===== config.mk =====
export PLATFORM = sky130hd
export DESIGN_NAME = divstep_unit
export DESIGN_NICKNAME = d
export VERILOG_FILES = /design/src/rtl/divstep_pkg.sv /design/src/rtl/divstep_core.sv /design/src/rtl/divstep_oreg.sv /design/src/rtl/divstep_unit.sv
export SDC_FILE = /design/constraint.sdc
export NUM_CORES = 1
export LEC_CHECK = 0
export BUFFER_PORTS_ARGS = -buffer_cell sky130_fd_sc_hd__buf_4
export CAP_MARGIN = 20
export CORE_ASPECT_RATIO = 0.9
export CORE_MARGIN = 1.5
export CORE_UTILIZATION = 54
export CTS_CLUSTER_SIZE = 40
export DETAILED_ROUTE_END_ITERATION = 10
export PLACE_DENSITY_LB_ADDON = 0.05
export SETUP_SLACK_MARGIN = 0.05
export SYNTH_ARGS = -nofsm -noshare
export SYNTH_HDL_FRONTEND = slang
export SYNTH_SLANG_ARGS = --single-unit

===== constraint.sdc =====
create_clock -name clk -period 5 [get_ports clk]
set_input_delay 0.25 -clock clk [delete_from_list [all_inputs] [get_ports clk]]
set_output_delay 0.25 -clock clk [all_outputs]
set_load 0.05 [all_outputs]

===== src/rtl/divstep_pkg.sv =====
package divstep_pkg;
  typedef enum logic {
    OP_ADD = 1'b0,
    OP_SUB = 1'b1
  } divstep_op_e;
endpackage


===== src/rtl/divstep_core.sv =====
module divstep_core
  import divstep_pkg::*;
#(
  parameter int WIDTH = 32
) (
  input  logic [WIDTH-1:0] rem,
  input  logic [WIDTH-1:0] dvsr,
  input  logic             q_old,
  input  logic             m_sign,
  input  logic             t_bit,
  output logic [WIDTH-1:0] rem_nxt,
  output logic             q_nxt,
  output logic             t_nxt,
  output divstep_op_e      op
);
  localparam int TOP = WIDTH - 1;

  logic [WIDTH-1:0] shifted;
  logic             out_bit;
  logic [WIDTH:0]   wide;
  logic             cy;

  assign shifted = {rem[TOP-1:0], t_bit};
  assign out_bit = rem[TOP];
  assign op      = (q_old == m_sign) ? OP_SUB : OP_ADD;

  always_comb begin
    if (op == OP_SUB) wide = {1'b0, shifted} - {1'b0, dvsr};
    else              wide = {1'b0, shifted} + {1'b0, dvsr};
  end

  assign cy      = wide[WIDTH];
  assign rem_nxt = wide[TOP:0];

  // New Q from the old Q/M pair and the carry or borrow
  always_comb begin
    unique case ({q_old, m_sign})
      2'b00:   q_nxt = out_bit ^ cy;
      2'b01:   q_nxt = ~(out_bit ^ cy);
      2'b10:   q_nxt = out_bit ^ cy;
      default: q_nxt = ~(out_bit ^ cy);
    endcase
  end

  assign t_nxt = (q_nxt == m_sign);

  always_comb begin
    if (op == OP_SUB) begin
      assert (rem_nxt + dvsr == shifted) else $error("AST_SUB_INVERTS");
    end else begin
      assert (rem_nxt - dvsr == shifted) else $error("AST_ADD_INVERTS");
    end
  end
endmodule


===== src/rtl/divstep_oreg.sv =====
module divstep_oreg #(
  parameter int WIDTH = 32
) (
  input  logic             clk,
  input  logic             rst,
  input  logic             load,
  input  logic [WIDTH-1:0] d_rem,
  input  logic             d_q,
  input  logic             d_t,
  output logic [WIDTH-1:0] o_rem,
  output logic             o_q,
  output logic             o_t,
  output logic             o_done
);
  always_ff @(posedge clk) begin
    if (rst) begin
      o_rem  <= '0;
      o_q    <= 1'b0;
      o_t    <= 1'b0;
      o_done <= 1'b0;
    end else begin
      o_done <= load;
      if (load) begin
        o_rem <= d_rem;
        o_q   <= d_q;
        o_t   <= d_t;
      end
    end
  end

  AST_HOLD_IDLE: assert property (@(posedge clk) disable iff (rst)
    !load |=> ($stable(o_rem) && $stable(o_q) && $stable(o_t))) else $error("AST_HOLD_IDLE");
endmodule


===== src/rtl/divstep_unit.sv =====
module divstep_unit
  import divstep_pkg::*;
#(
  parameter int WIDTH = 32
) (
  input  logic             clk,
  input  logic             rst,
  input  logic             step_valid,
  output logic             step_ready,
  input  logic [WIDTH-1:0] rem_in,
  input  logic [WIDTH-1:0] divisor_in,
  input  logic             q_in,
  input  logic             m_in,
  input  logic             t_in,
  output logic [WIDTH-1:0] rem_out,
  output logic             q_out,
  output logic             t_out,
  output logic             step_done
);
  logic [WIDTH-1:0] rem_c;
  logic             q_c;
  logic             t_c;
  divstep_op_e      op_c;

  assign step_ready = 1'b1;

  divstep_core #(.WIDTH(WIDTH)) u_core (
    .rem     (rem_in),
    .dvsr    (divisor_in),
    .q_old   (q_in),
    .m_sign  (m_in),
    .t_bit   (t_in),
    .rem_nxt (rem_c),
    .q_nxt   (q_c),
    .t_nxt   (t_c),
    .op      (op_c)
  );

  divstep_oreg #(.WIDTH(WIDTH)) u_oreg (
    .clk    (clk),
    .rst    (rst),
    .load   (step_valid & step_ready),
    .d_rem  (rem_c),
    .d_q    (q_c),
    .d_t    (t_c),
    .o_rem  (rem_out),
    .o_q    (q_out),
    .o_t    (t_out),
    .o_done (step_done)
  );

  AST_DONE_AFTER_STEP: assert property (@(posedge clk) disable iff (rst)
    step_valid |=> step_done) else $error("AST_DONE_AFTER_STEP");
  AST_NO_SPURIOUS_DONE: assert property (@(posedge clk) disable iff (rst)
    !step_valid |=> !step_done) else $error("AST_NO_SPURIOUS_DONE");
  AST_T_TRACKS_M: assert property (@(posedge clk) disable iff (rst)
    step_valid |=> (t_out == (q_out == $past(m_in)))) else $error("AST_T_TRACKS_M");
  AST_OP_CHOICE: assert property (@(posedge clk) disable iff (rst)
    step_valid |-> ((op_c == OP_SUB) == (q_in == m_in))) else $error("AST_OP_CHOICE");
endmodule


### Word-level counts from Yosys, hierarchy flattened

Index checks and enable logic that the tools add are counted.

| word-level totals | value |
|---|---|
| logic and storage cells | 16 |
| output and inout port bits | 36 |
| register bits after elaboration | 35 |
| bits of input ports | 70 |

| cells by class | value |
|---|---|
| reduce and logical (&&, ||, !) cells | 2 |
| $add $sub $neg | 2 |
| equal/unequal tests | 3 |
| bitwise logic cells | 2 |
| multiplexer cells | 3 |

Operators by type and width:

| operator | number |
|---|---|
| $add A32 B32 Y33 | 1 |
| $mux W33 | 1 |
| $sub A32 B32 Y33 | 1 |
| $eq A1 B1 Y1 | 2 |
| $eq A2 B2 Y1 const B | 1 |
| $logic_not A2 Y1 | 1 |
| $mux W1 | 2 |
| $reduce_or A2 Y1 | 1 |
| $not A1 Y1 | 1 |
| $xor A1 B1 Y1 | 1 |

### Logic depth before layout (Yosys ltp)

| depth | value |
|---|---|
| word-level depth | 7 |
| depth in mapped cells | 16 |
| depth with buffers taken out | 16 |

### By module

Synthesis repeated with hierarchy kept, for this count alone.

| second synthesis, totals | value |
|---|---|
| cells, all modules | 476 |
| area total of the unflattened synthesis | 3832.4 µm² |

By module, submodules not included:

| module | area each (µm²) | instances | cells each | seq. area each (µm²) |
|---|---|---|---|---|
| divstep_core | 2557.5 | 1 | 362 | 0.0 |
| divstep_oreg | 1263.7 | 1 | 112 | 700.7 |
| divstep_unit | 11.3 | 1 | 2 | 0.0 |

### Worst setup path after synthesis

OpenSTA, ideal clock, no wires.

| path | value |
|---|---|
| path type | input-to-reg |
| from | in divisor_in[19] |
| to | reg u_oreg.o_t |
| required time | 4912 ps |
| arrival | 3694 ps |
| stages | 14 |
| setup time | 88 ps |
| path buffers | 1 |
| slack | 1218 ps |
| cells stage by stage | or4_4 or4_4 or3_2 o31ai_1 xor2_1 ha_1 buf_4 a21o_1 a21o_1 a311oi_1 o21ai_0 a21boi_2 a21o_1 a311oi_2 |

| between the ends | value |
|---|---|
| cells in the longest elaborated chain, start to end | 6 |
| elaborated cells on any way between the ends | 7 |
| classes of those cells | add/sub (2); eq/ne (1); mux (2); bitwise (2) |

Ends and longest elaborated chain:

| what | RTL line | source |
|---|---|---|
| start, declared | divstep_unit.sv:11 | `input logic [WIDTH-1:0] divisor_in,` |
| $add A32 B32 Y33 / $sub A32 B32 Y33 (equally long branches) | divstep_core.sv:29, divstep_core.sv:28 |  |
| $mux W33 * | divstep_core.sv:28 | `if (op == OP_SUB) wide = {1'b0, shifted} - {1'b0, dvsr};` |
| $xor A1 B1 Y1 * | -- |  |
| $not A1 Y1 | divstep_core.sv:39, divstep_core.sv:41 |  |
| $mux W1 * | -- |  |
| $eq A1 B1 Y1 * | divstep_core.sv:45 | `assign t_nxt = (q_nxt == m_sign);` |
| end signal, assigned | divstep_oreg.sv:26 | `o_t <= d_t;` |
| end, declared | divstep_oreg.sv:12 | `output logic o_t,` |

Every way passes the cells marked *; elsewhere a longest branch is shown, timed or not.
A chain may end at the register's enable or synchronous reset.

### Worst setup path after layout

| path | value |
|---|---|
| from | in divisor_in[3] |
| to | reg u_oreg.o_rem[30] |

| between the ends | value |
|---|---|
| cells in the longest elaborated chain, start to end | 2 |
| elaborated cells on any way between the ends | 3 |
| classes of those cells | add/sub (2); mux (1) |

Ends and longest elaborated chain:

| what | RTL line | source |
|---|---|---|
| $add A32 B32 Y33 / $sub A32 B32 Y33 (equally long branches) | divstep_core.sv:29, divstep_core.sv:28 |  |
| $mux W33 * | divstep_core.sv:28 |  |
| end signal, assigned | divstep_oreg.sv:24 | `o_rem <= d_rem;` |
| end, declared | divstep_oreg.sv:10 | `output logic [WIDTH-1:0] o_rem,` |

Marked as above.

==> metrics.log <==
[metrics] unrepaired setup endpoints after global routing: false
[metrics] overall overflow remaining after global route: 0
[metrics] largest net degree at the start of global routing: 43
[metrics] Worst Path Max Fanout: 7
[metrics] crit start category: primary input
[metrics] syn avg cell area: 7.59 um^2
[metrics] commonest register cell after synthesis: dfxtp_1
[metrics] sequential-to-total area share from yosys stat: 0.185
[metrics] setup violators final: 0
[metrics] TNS Setup: 0 ns
[metrics] HPWL after DPL: 8520 um
[metrics] CP max stage delay: 0.44 ns
[metrics] initial antenna violation count: 0
[metrics] number of top-level design ports: 106
[metrics] clock sinks: 35
[metrics] DIE AREA: 0.00751 mm^2
[metrics] Critical Path End Type: register
[metrics] row count: 28
[metrics] final critical-path share of the clock period: 0.818
[metrics] outcome: finished, final reports clean
[metrics] total of warnings raised by yosys: 0
[metrics] Slew @ Worst Pin: 0.753 ns
[metrics] post-cts sizing count: 0
[metrics] clock-pin slew of the registers on the worst-case setup and hold paths: 0.07 ns
[metrics] most frequently used cell type in the post-synthesis netlist: nor2_1
[metrics] busiest grt layer: met1
[metrics] via count of the first global-routing pass: 3344
[metrics] clock insertion delay at the later pin of the skew report: 0.28 ns
[metrics] worst hold slack: 0.285 ns
[metrics] crit path DAT: 4.26 ns
[metrics] final routed wirelength across all metal layers: 10400 um
[metrics] post-synth net total: 604
[metrics] classification of the worst-slack hold path: in2reg
[metrics] worst max-slew margin expressed relative to the limit: 0.495
[metrics] met1 usage: 0.422
[metrics] hold violation total from the final report: 0
[metrics] detailed-route via count: 4040
[metrics] post-route setup slack: 0.912 ns
[metrics] top cell types by occurrence after synthesis: 51 x nor2_1, 43 x nand2_1, 38 x a21oi_1, 38 x o21ai_0
[metrics] post-placement worst setup slack: 0.628 ns
[metrics] Worst Skew: 0 ns
[metrics] worst path required time: 5.17 ns
[metrics] total of max-cap violations: 0
[metrics] CTS tree: yes
[metrics] hold-critical path depth: 3
[metrics] total setup buffers inserted after CTS: 0
[metrics] cell leakage power: 0.00215 uW
[metrics] First-pass DRT Iterations: 5
[metrics] proportion of register bits with asynchronous set or reset after synthesis: 0
[metrics] number of instances in the synthesized netlist: 498
[metrics] nets: 698
[metrics] cell mode on critical path: or3_1
[metrics] post-DR vias/cell: 5.92
[metrics] routing usage on met2: 0.390
[metrics] remaining number of nets flagged by the antenna check after routing: 0
[metrics] P&R area growth vs syn: 23.6%
[metrics] number of buffer cells added on primary ports: 104
[metrics] buffer type at the clock tree root: clkbuf_8
[metrics] DRC Markers: 0
[metrics] largest area contributor in the netlist: dfxtp_1
[metrics] routed len/inst: 15.2 um
[metrics] highest-delay cell along the critical path: a211oi_1
[metrics] Chip Width: 91.2 um
[metrics] synth unique cells: 57
[metrics] Max rail drop VDD: 132 uV
[metrics] cell area power density: 317 mW/mm^2
[metrics] cell types occupying the most area after synthesis: dfxtp_1 19%, ha_1 12%, xor2_1 7.4%
[metrics] count of antenna diodes in the layout: 0
[metrics] number of buffers inserted for hold repair after clock tree synthesis: 0
[metrics] fmax: 245 MHz
[metrics] Clock H-tree levels: 2
[metrics] RD Place Congestion: 0.897
[metrics] critical setup path kind: in2reg
[metrics] post-synthesis cell area: 0.00378 mm^2
[metrics] GR Layer Usage met3: 0.0229
[metrics] Final Instance Area: 0.00467 mm^2
[metrics] layout cells sized above 1: 0.213
[metrics] chip height: 82.4 um
[metrics] placeable core area: 0.00666 mm^2
[metrics] GRT Total Usage: 0.269
[metrics] number of enable-type register cells in the synthesized netlist: 0
[metrics] critical path cell sequence: buf_4, nor3_1, nand3_1, or3_1, or3_1, nand2_1, xor2_1, ha_1, and3_1, a221o_1, a21oi_1, a31oi_1, a211oi_1, o32a_1, nor2_1, a2111oi_0
[metrics] area share of the largest cell type after synthesis: 0.185
[metrics] starting density of the core: 0.568
[metrics] clock buffer depth: 2
[metrics] Detailed Route Iter0 Violations: 282
[metrics] final slew viol count: 0
[metrics] fillcell total: 600
[metrics] Placement Cell Area: 0.00458 mm^2
[metrics] wire length of the first global-routing pass: 16100 um
[metrics] number of flip-flops and latches in the synthesized netlist: 35
[metrics] min Tclk post-route: 4.09 ns
[metrics] number of buffers inserted during clock tree synthesis: 5
[metrics] worst r2r path cells: 2
-- area by class of cell --
class,count,area [um^2],area share
Multi-Input combinational cell,425,2900,0.621
Timing Repair Buffer,106,796,0.170
Sequential cell,35,701,0.150
Tap cell,90,113,0.0241
Clock buffer,6,82.6,0.0177
Inverter,19,71.3,0.0153
Clock inverter,1,5.00,0.00107
-- worst paths after layout --
| path | from | slack [ns] | endpoint |
|---|---|---|---|
| worst min-delay path | m_in | 0.28 | u_oreg.o_t$_SDFFE_PP0P_ |
| worst min register to register | u_oreg.o_rem[26]$_SDFFE_PP0P_ | 0.47 | u_oreg.o_rem[26]$_SDFFE_PP0P_ |
| worst max register to register | u_oreg.o_rem[29]$_SDFFE_PP0P_ | 4.13 | u_oreg.o_rem[29]$_SDFFE_PP0P_ |
| worst max-delay path | divisor_in[3] | 0.91 | u_oreg.o_rem[30]$_SDFFE_PP0P_ |
-- routing by layer --
| layer | part of all wire | vias to the layer above |
|---|---|---|
| li1 | - | 2019 |
| met1 | 0.53 | 1834 |
| met2 | 0.39 | 180 |
| met3 | 0.067 | 7 |
| met4 | 0.0080 | 0 |
| met5 | 0 | - |
-- logic make-up (layout without fill, tap and decap cells) --
logic type	count (synthesis)	in the layout	share of synthesized area
mux	10	10	0.0265
xor+xnor	47	47	0.109
compound gates	166	166	0.293
fa+ha+maj	36	36	0.121
buf+inv	38	132	0.0467
simple gates	165	165	0.218
other cells	1	1	0.000992
flops	35	35	0.185
-- registers in the layout, summed over array words and instances (netlist names) --
| signal | count |
|---|---|
| u_oreg.o_q | 1 |
| u_oreg.o_done | 1 |
| u_oreg.o_rem | 32 |
| u_oreg.o_t | 1 |
-- power by group --
group / internal, uW / switching (uW) / total [uW]
combinational: 355 / 576 / 931
sequential: 325 / 23.0 / 348
clock: 108 / 94.7 / 203
-- per-stage QoR --
stage                      util  std cells  total power, uW
after CTS                 0.702        682             1470
after global routing      0.702        682             1580
after global placement    0.688        675             1250
final                     0.702        682             1480
after detailed placement  0.688        675             1270
after floorplan               -        498             1010
-- cells in the final DEF, fill, tap and decap left out, types with 5 or more instances in the layout --
cell type,Yosys,final
nor3_1,8,8
o21ai_0,38,38
nand3_1,6,6
a21oi_1,38,38
ha_1,35,35
a211oi_1,10,10
a21o_1,17,17
nor3b_1,7,7
nand2_1,43,43
dfxtp_1,35,35
o31ai_1,12,12
xnor2_1,15,15
nand2b_1,5,5
buf_4,5,106
nor2_1,51,51
or2_2,6,6
o21a_1,9,9
or4_1,5,5
or3_1,11,11
clkbuf_8,0,6
inv_1,19,19
xor2_1,32,32
mux2i_1,10,10
-- critical path, delay by kind of cell --
family,cells,cell delay (ns)
buffers and inverters,1,0.12
and+or+nand+nor,7,1.60
xor gates and xnor gates,1,0.17
AOI/OAI and AO/OA,6,1.79
adders and majority gates,1,0.32
No activity file was read; power rests on OpenSTA's default activity.
